===== src/rtl/xlate_pkg.sv =====
package xlate_pkg;
    localparam int VA_W     = 32;
    localparam int PG_SHIFT = 12;
    localparam int IDX_W    = 10;
    localparam int VPN_W    = 2 * IDX_W;
    localparam int PPN_W    = 27;
    localparam int PA_W     = PPN_W + PG_SHIFT;
    localparam int PTE_W    = 32;
    localparam int CFG_AW   = 16;
    localparam int CFG_DW   = 32;

    localparam logic [CFG_AW-1:0] CFG_WINDOW = 16'h4000;
    localparam logic [11:0] OFS_FLUSH = 12'h300;
    localparam logic [11:0] OFS_ROOT  = 12'h304;
    localparam logic [11:0] OFS_HALT  = 12'h5DC;
    localparam logic [11:0] OFS_STAT  = 12'h5E0;

    typedef enum logic [2:0] {
        ST_IDLE,
        ST_L1_ADDR,
        ST_L1_DATA,
        ST_L2_ADDR,
        ST_L2_DATA,
        ST_REPLY
    } walk_st_e;

    typedef struct packed {
        logic             valid;
        logic [VPN_W-1:0] vpn;
        logic [PPN_W-1:0] ppn;
    } tlb_ent_t;
endpackage


===== src/rtl/xlate_cfg.sv =====
module xlate_cfg
    import xlate_pkg::*;
(
    input  logic              clk,
    input  logic              rst_n,
    input  logic              wr_en,
    input  logic [CFG_AW-1:0] addr,
    input  logic [CFG_DW-1:0] wdata,
    input  logic              engine_idle,
    input  logic              dma_busy,
    output logic [CFG_DW-1:0] rdata,
    output logic [PPN_W-1:0]  root_ppn,
    output logic              halt_req,
    output logic              halted,
    output logic              flush
);
    localparam logic [CFG_AW-1:0] A_FLUSH = CFG_WINDOW + CFG_AW'(OFS_FLUSH);
    localparam logic [CFG_AW-1:0] A_ROOT  = CFG_WINDOW + CFG_AW'(OFS_ROOT);
    localparam logic [CFG_AW-1:0] A_HALT  = CFG_WINDOW + CFG_AW'(OFS_HALT);
    localparam logic [CFG_AW-1:0] A_STAT  = CFG_WINDOW + CFG_AW'(OFS_STAT);

    logic wdata_unused;
    assign wdata_unused = ^wdata[CFG_DW-1:PPN_W];

    always_ff @(posedge clk or negedge rst_n) begin
        if (!rst_n) begin
            root_ppn <= '0;
            halt_req <= 1'b1;
        end else if (wr_en) begin
            if (addr == A_ROOT) root_ppn <= wdata[PPN_W-1:0];
            if (addr == A_HALT) halt_req <= wdata[0];
        end
    end

    assign flush  = wr_en && (addr == A_FLUSH) && wdata[0];
    assign halted = halt_req && engine_idle && !dma_busy;

    always_comb begin
        rdata = '0;
        case (addr)
            A_ROOT:  rdata = CFG_DW'(root_ppn);
            A_HALT:  rdata = CFG_DW'(halt_req);
            A_STAT:  rdata = CFG_DW'(halted);
            default: rdata = '0;
        endcase
    end

    // the root frame changes only on a write to its address
    p_root_hold_r8: assert property (@(posedge clk) disable iff (!rst_n)
        !(wr_en && addr == A_ROOT) |=> $stable(root_ppn));
endmodule


===== src/rtl/xlate_tlb.sv =====
module xlate_tlb
    import xlate_pkg::*;
#(
    parameter int N = 4
) (
    input  logic             clk,
    input  logic             rst_n,
    input  logic             flush,
    input  logic [VPN_W-1:0] lk_vpn,
    output logic             hit,
    output logic [PPN_W-1:0] hit_ppn,
    input  logic             ins_en,
    input  logic [VPN_W-1:0] ins_vpn,
    input  logic [PPN_W-1:0] ins_ppn
);
    localparam int PW = (N > 1) ? $clog2(N) : 1;

    tlb_ent_t        ent [N];
    logic [N-1:0]    hit_vec;
    logic [PW-1:0]   ptr;

    for (genvar i = 0; i < N; i++) begin : g_ent
        always_ff @(posedge clk or negedge rst_n) begin
            if (!rst_n) begin
                ent[i] <= '0;
            end else if (flush) begin
                ent[i].valid <= 1'b0;
            end else if (ins_en && ptr == PW'(i)) begin
                ent[i].valid <= 1'b1;
                ent[i].vpn   <= ins_vpn;
                ent[i].ppn   <= ins_ppn;
            end
        end
        assign hit_vec[i] = ent[i].valid && (ent[i].vpn == lk_vpn);
    end

    always_ff @(posedge clk or negedge rst_n) begin
        if (!rst_n)       ptr <= '0;
        else if (flush)   ptr <= '0;
        else if (ins_en)  ptr <= (ptr == PW'(N-1)) ? '0 : ptr + 1'b1;
    end

    always_comb begin
        hit_ppn = '0;
        for (int k = 0; k < N; k++) begin
            if (hit_vec[k]) hit_ppn = hit_ppn | ent[k].ppn;
        end
    end
    assign hit = |hit_vec;

    // a page is cached in at most one entry
    p_single_match_r5: assert property (@(posedge clk) disable iff (!rst_n)
        $onehot0(hit_vec));
    // after a flush nothing matches
    p_flush_empties_r6: assert property (@(posedge clk) disable iff (!rst_n)
        flush |=> !hit);
    // a fill never lands together with a flush
    p_no_fill_on_flush_r7: assert property (@(posedge clk) disable iff (!rst_n)
        !(flush && ins_en));
endmodule


===== src/rtl/xlate_walk.sv =====
module xlate_walk
    import xlate_pkg::*;
(
    input  logic             clk,
    input  logic             rst_n,
    input  logic             req_valid,
    output logic             req_ready,
    input  logic [VA_W-1:0]  req_vaddr,
    output logic             rsp_valid,
    output logic [PA_W-1:0]  rsp_paddr,
    input  logic             halt_req,
    input  logic [PPN_W-1:0] root_ppn,
    input  logic             flush,
    input  logic             tlb_hit,
    input  logic [PPN_W-1:0] tlb_ppn,
    output logic             ins_en,
    output logic [VPN_W-1:0] ins_vpn,
    output logic [PPN_W-1:0] ins_ppn,
    output logic             mem_valid,
    input  logic             mem_ready,
    output logic [PA_W-1:0]  mem_addr,
    input  logic             mem_rvalid,
    input  logic [PTE_W-1:0] mem_rdata,
    output logic             idle
);
    walk_st_e         state, nxt;
    logic [VA_W-1:0]  va_q;
    logic [PPN_W-1:0] l1e_q;
    logic [PPN_W-1:0] ppn_q;
    logic             stale_q;
    logic             accept;
    logic             walking;
    logic             rdata_unused;

    assign rdata_unused = ^mem_rdata[PTE_W-1:PPN_W];
    assign accept  = req_valid && req_ready;
    assign walking = (state == ST_L1_ADDR) || (state == ST_L1_DATA) ||
                     (state == ST_L2_ADDR) || (state == ST_L2_DATA);

    always_ff @(posedge clk or negedge rst_n) begin
        if (!rst_n) state <= ST_IDLE;
        else        state <= nxt;
    end

    always_comb begin
        nxt = state;
        unique case (state)
            ST_IDLE:    if (accept)     nxt = tlb_hit ? ST_REPLY : ST_L1_ADDR;
            ST_L1_ADDR: if (mem_ready)  nxt = ST_L1_DATA;
            ST_L1_DATA: if (mem_rvalid) nxt = ST_L2_ADDR;
            ST_L2_ADDR: if (mem_ready)  nxt = ST_L2_DATA;
            ST_L2_DATA: if (mem_rvalid) nxt = ST_REPLY;
            ST_REPLY:                   nxt = ST_IDLE;
            default:                    nxt = ST_IDLE;
        endcase
    end

    always_ff @(posedge clk or negedge rst_n) begin
        if (!rst_n) begin
            va_q    <= '0;
            l1e_q   <= '0;
            ppn_q   <= '0;
            stale_q <= 1'b0;
        end else begin
            if (state == ST_IDLE && accept) begin
                va_q    <= req_vaddr;
                stale_q <= 1'b0;
                if (tlb_hit) ppn_q <= tlb_ppn;
            end else if (walking && flush) begin
                stale_q <= 1'b1;
            end
            if (state == ST_L1_DATA && mem_rvalid) l1e_q <= mem_rdata[PPN_W-1:0];
            if (state == ST_L2_DATA && mem_rvalid) ppn_q <= mem_rdata[PPN_W-1:0];
        end
    end

    always_comb begin
        req_ready = (state == ST_IDLE) && !halt_req;
        idle      = (state == ST_IDLE);
        mem_valid = (state == ST_L1_ADDR) || (state == ST_L2_ADDR);
        if (state == ST_L1_ADDR)
            mem_addr = {root_ppn, va_q[VA_W-1 -: IDX_W], 2'b00};
        else
            mem_addr = {l1e_q, va_q[PG_SHIFT +: IDX_W], 2'b00};
        rsp_valid = (state == ST_REPLY);
        rsp_paddr = {ppn_q, va_q[PG_SHIFT-1:0]};
        ins_en    = (state == ST_L2_DATA) && mem_rvalid && !stale_q && !flush;
        ins_vpn   = va_q[VA_W-1:PG_SHIFT];
        ins_ppn   = mem_rdata[PPN_W-1:0];
    end

    // an accepted hit replies in the next cycle
    p_hit_reply_r4: assert property (@(posedge clk) disable iff (!rst_n)
        (accept && tlb_hit) |=> (rsp_valid && !mem_valid));
    // a read request holds until taken
    p_req_hold_r11: assert property (@(posedge clk) disable iff (!rst_n)
        (mem_valid && !mem_ready) |=> (mem_valid && $stable(mem_addr)));
    // final read data leads to a reply in the next cycle
    p_reply_after_data_r3: assert property (@(posedge clk) disable iff (!rst_n)
        (state == ST_L2_DATA && mem_rvalid) |=> rsp_valid);
endmodule


===== src/rtl/xlate_top.sv =====
module xlate_top
    import xlate_pkg::*;
#(
    parameter int TLB_N = 4
) (
    input  logic              clk,
    input  logic              rst_n,
    input  logic              xreq_valid,
    output logic              xreq_ready,
    input  logic [VA_W-1:0]   xreq_vaddr,
    output logic              xrsp_valid,
    output logic [PA_W-1:0]   xrsp_paddr,
    output logic              mrd_valid,
    input  logic              mrd_ready,
    output logic [PA_W-1:0]   mrd_addr,
    input  logic              mrd_rvalid,
    input  logic [PTE_W-1:0]  mrd_rdata,
    input  logic              cfg_wr,
    input  logic [CFG_AW-1:0] cfg_addr,
    input  logic [CFG_DW-1:0] cfg_wdata,
    output logic [CFG_DW-1:0] cfg_rdata,
    input  logic              dma_req_in,
    input  logic              dma_busy,
    output logic              dma_req_out
);
    logic             halt_req, halted, flush, eng_idle;
    logic [PPN_W-1:0] root_ppn;
    logic             tlb_hit, ins_en;
    logic [PPN_W-1:0] tlb_ppn, ins_ppn;
    logic [VPN_W-1:0] ins_vpn;

    xlate_cfg u_cfg (
        .clk(clk), .rst_n(rst_n), .wr_en(cfg_wr), .addr(cfg_addr),
        .wdata(cfg_wdata), .engine_idle(eng_idle), .dma_busy(dma_busy),
        .rdata(cfg_rdata), .root_ppn(root_ppn), .halt_req(halt_req),
        .halted(halted), .flush(flush)
    );

    xlate_tlb #(.N(TLB_N)) u_tlb (
        .clk(clk), .rst_n(rst_n), .flush(flush),
        .lk_vpn(xreq_vaddr[VA_W-1:PG_SHIFT]), .hit(tlb_hit), .hit_ppn(tlb_ppn),
        .ins_en(ins_en), .ins_vpn(ins_vpn), .ins_ppn(ins_ppn)
    );

    xlate_walk u_walk (
        .clk(clk), .rst_n(rst_n),
        .req_valid(xreq_valid), .req_ready(xreq_ready), .req_vaddr(xreq_vaddr),
        .rsp_valid(xrsp_valid), .rsp_paddr(xrsp_paddr),
        .halt_req(halt_req), .root_ppn(root_ppn), .flush(flush),
        .tlb_hit(tlb_hit), .tlb_ppn(tlb_ppn),
        .ins_en(ins_en), .ins_vpn(ins_vpn), .ins_ppn(ins_ppn),
        .mem_valid(mrd_valid), .mem_ready(mrd_ready), .mem_addr(mrd_addr),
        .mem_rvalid(mrd_rvalid), .mem_rdata(mrd_rdata), .idle(eng_idle)
    );

    assign dma_req_out = dma_req_in && !halt_req;

    // once halted, no table read and no reply is pending
    p_halted_quiet_r10: assert property (@(posedge clk) disable iff (!rst_n)
        halted |-> (!mrd_valid && !xrsp_valid && !xreq_ready));
endmodule


===== config.mk =====
export PLATFORM = sky130hd
export DESIGN_NAME = xlate_top
export DESIGN_NICKNAME = d
export VERILOG_FILES = /design/src/rtl/xlate_pkg.sv /design/src/rtl/xlate_cfg.sv /design/src/rtl/xlate_tlb.sv /design/src/rtl/xlate_walk.sv /design/src/rtl/xlate_top.sv
export SDC_FILE = /design/constraint.sdc
export NUM_CORES = 1
export LEC_CHECK = 0
export BUFFER_PORTS_ARGS = -buffer_cell sky130_fd_sc_hd__buf_2
export CORE_MARGIN = 1
export CORE_UTILIZATION = 62
export DETAILED_ROUTE_END_ITERATION = 16
export MAX_ROUTING_LAYER = met4
export PLACE_DENSITY = 0.86
export SLEW_MARGIN = 15
export SYNTH_ARGS = -nofsm -noshare
export SYNTH_HDL_FRONTEND = slang
export SYNTH_SLANG_ARGS = --single-unit

===== constraint.sdc =====
create_clock -name clk -period 5.6 [get_ports clk]
set_clock_uncertainty 0.1 [all_clocks]
set_input_delay 0.28 -clock clk [delete_from_list [all_inputs] [get_ports clk]]
set_output_delay 0.28 -clock clk [all_outputs]
set_load 0.1 [all_outputs]

==> metrics <==
outcome finished clean; vias per cell 6.56; Wirelength per Cell 23.4 um; root buffer cell clkbuf_16; most frequent cells in the layout dfrtp_1, mux2_2, buf_2, nand2_1, nand4_1; num rows 57; Synth Register Bits 312; # IOs 234; Startpoint Class flop; WL final 44.8 mm; Setup violations, final 0; count of different cell masters after synthesis between 40 and 50; FF-to-FF path depth 7; Slew HR 21.2%; total track usage 36.6%; Avg Cell Area, Syn about 12 sq um; TNS Setup 0 ps; DRC 0; most common cell after layout, fill and taps aside dfrtp_1; Most used DFF post-synth dfrtp_1; first-pass GRT wire length 71.0 mm; Tot Pwr 9.39 mW; Net Sw Power 4.26 mW; clock buffer count from CTS 34; initial core utilization 63.1%; TritonCTS clock tree built; Layout area overhead 19.8%; Fillers ~1400; Clock Power Share 23.5%; CP max stage cell nand3_2; layout cell share with drive strength beyond 1 33.5%; WS Path Type flop to flop; area post-placement approximately 17000 sq um; pwr dens 511 nW/um^2; fin cells 1913; Post-synth ARST share 100%; share of the synthesized area in the top cell type between 50 and 60%; sequential area share after synthesis 50.9%; critical path arrival 4020 ps; post-route cell area about 18000 sq um; die footprint between 20000 and 30000 sq um; Max FO, Critical Path 57; Worst Hold Class input port to flop; Final HPWL DP 25.8 mm; final net count about 1700; Leakage around 8.9 nW; fmax 268 MHz; CP Cell Sequence nor2_1 > nand3_2 > buf_4 > nor2_1 > nand3_2 > buf_4 > mux2_2; initial antenna violation count 0; largest net degree at the start of global routing roughly 140; port bufs approximately 220; Post-synth EDFFs 0; Worst VDD drop a little under 0.0006 V; htree depth 2; Clock Latency Late Sink approximately 500 ps; critical path required time 5880 ps; Die X 159 um; Post-Syn Instances between 1000 and 1500; post-synthesis cell area 15300 sq um; Max stage delay on crit path 980 ps; total of max-cap violations 0; Vias 12500; Clk pin slew, worst setup/hold paths roughly 60 ps; logic gate share of total power a little over two fifths; Period minus WS final 3740 ps; worst hold stages 3; part of the power in registers 34.9%; vias in the first global route 13100; Antenna Nets Post-Route 0; Clock Path Buffers 3; Switching Fraction 45.4%; grt ovf 0; area leader, netlist dfrtp_1; Setup Buffers After CTS 0; unrepaired setup endpoints after global routing no; Internal 5.13 mW; Area contributors post-synth dfrtp_1, mux2_2, nand4_1; Max Slew Vio Count 0; initial DRC count 1147; Hold Violations, Final 0; placed insts 1781; fin crit share approximately 67%; Yosys warning count 0; Slew @ Worst Pin 1180 ps; CTS sink count ~310; Hold Worst Slack 13.0 ps; Core Area roughly 24000 sq um; crit end category flop; Die Ht 159 um; gp weighted congestion ~0.85; DR pass1 iterations 7
[logic make-up (layout without fill, tap and decap cells)]
family / Yosys count / after routing / synth area share (%)
other: 1 / 9 / 0.0244
AO/OA/AOI/OAI: 121 / 121 / 5.23
XOR/XNOR: 81 / 81 / 4.62
AND/OR/NAND/NOR: 404 / 404 / 14.0
buffers and inverters: 130 / 378 / 4.39
multiplexers: 280 / 280 / 20.6
adder cells (fa/ha/maj): 4 / 4 / 0.326
flip-flops: 312 / 312 / 50.9
[state kept, by name (all words and copies together), names as in the netlist]
| signal | flops |
|---|---|
| u_tlb.ent | 192 |
| u_walk.va_q | 32 |
| u_cfg.root_ppn | 27 |
| u_walk.l1e_q | 27 |
| u_walk.ppn_q | 27 |
| u_walk.state | 3 |
| u_tlb.ptr | 2 |
| u_cfg.halt_req | 1 |
| u_walk.stale_q | 1 |
[power groups by stage]
| stage | Sequential (mW) | Combinational [mW] | Clock [mW] |
|---|---|---|---|
| global route | 3.34 | 4.06 | 2.31 |
| global placement | 3.24 | 3.69 | 0 |
| finish | 3.28 | 3.91 | 2.20 |
| CTS | 3.25 | 3.82 | 2.21 |
| floorplan | 3.47 | 2.75 | 0 |
| detailed placement | 3.28 | 3.76 | 0 |
[what timing repair did]
| action | 4_1_cts | 5_1_grt |
|---|---|---|
| hold endpoints to repair | 236 | 0 |
| hold buffers | 73 | 0 |
| resized for setup | 0 | 0 |
[path summary, 6_finish.rpt]
path | to | slack [ps] | startpoint
max | u_tlb.ent[135]$_DFFE_PN0P_ | 1860 | u_walk.state[0]$_DFFE_PN0P_
min | u_walk.va_q[22]$_DFFE_PN0P_ | 10 | xreq_vaddr[22]
max reg2reg | u_tlb.ent[135]$_DFFE_PN0P_ | 1860 | u_walk.state[0]$_DFFE_PN0P_
min reg2reg | u_walk.va_q[7]$_DFFE_PN0P_ | 380 | u_walk.va_q[7]$_DFFE_PN0P_
max in group asynchronous | u_cfg.root_ppn[2]$_DFFE_PN0P_ | 3670 | rst_n
min in group asynchronous | u_tlb.ent[121]$_DFFE_PN0P_ | 140 | rst_n
[cell type report]
class	count	area [sq um]	area share [%]
Multi-Input combinational cell	897	6980	37.9
Inverter	4	15.0	0.0817
Timing Repair Buffer	319	2100	11.4
Antenna cell	2	5.00	0.0272
Tap cell	324	405	2.21
Sequential cell	312	7810	42.5
Clock inverter	8	93.8	0.510
Clock buffer	47	981	5.34
[per-layer routing]
layer  up-vias  part of all wire [%]  global-route usage [%]
met4         0                   3.2                    13.2
met5         -                     0                       -
met3       165                    11                    8.60
met2       873                    47                    57.2
li1       5304                     -                       -
met1      6202                    39                    46.8
[synthesized netlist by cell type, types with 14 or more instances]
cell type and count:
dfrtp_1 311, mux2_2 215, nand2_1 151, nand4_1 140, clkbuf_1 96, xor2_1 76
mux2_1 65, o22ai_1 55, nand3_1 35, o21ai_0 29, and2_1 27, buf_4 14
nor4_1 14
[stage by stage]
| stage | setup slack (ps) | utilization (%) |
|---|---|---|
| after floorplan | 823 | - |
| after global placement | 1930 | 67.9 |
| after detailed placement | 1910 | 67.9 |
| after CTS | 1920 | 75.3 |
| after global routing | 1660 | 75.6 |
| final | 1860 | 75.6 |
[critical path, delay by kind of cell, from the launching register on]
kind          cells  cell delay (ps)
flops             1              460
buf+inv           2              910
simple gates      4             1840
mux               1              300
Note: power is estimated with default switching activity, not from simulation.
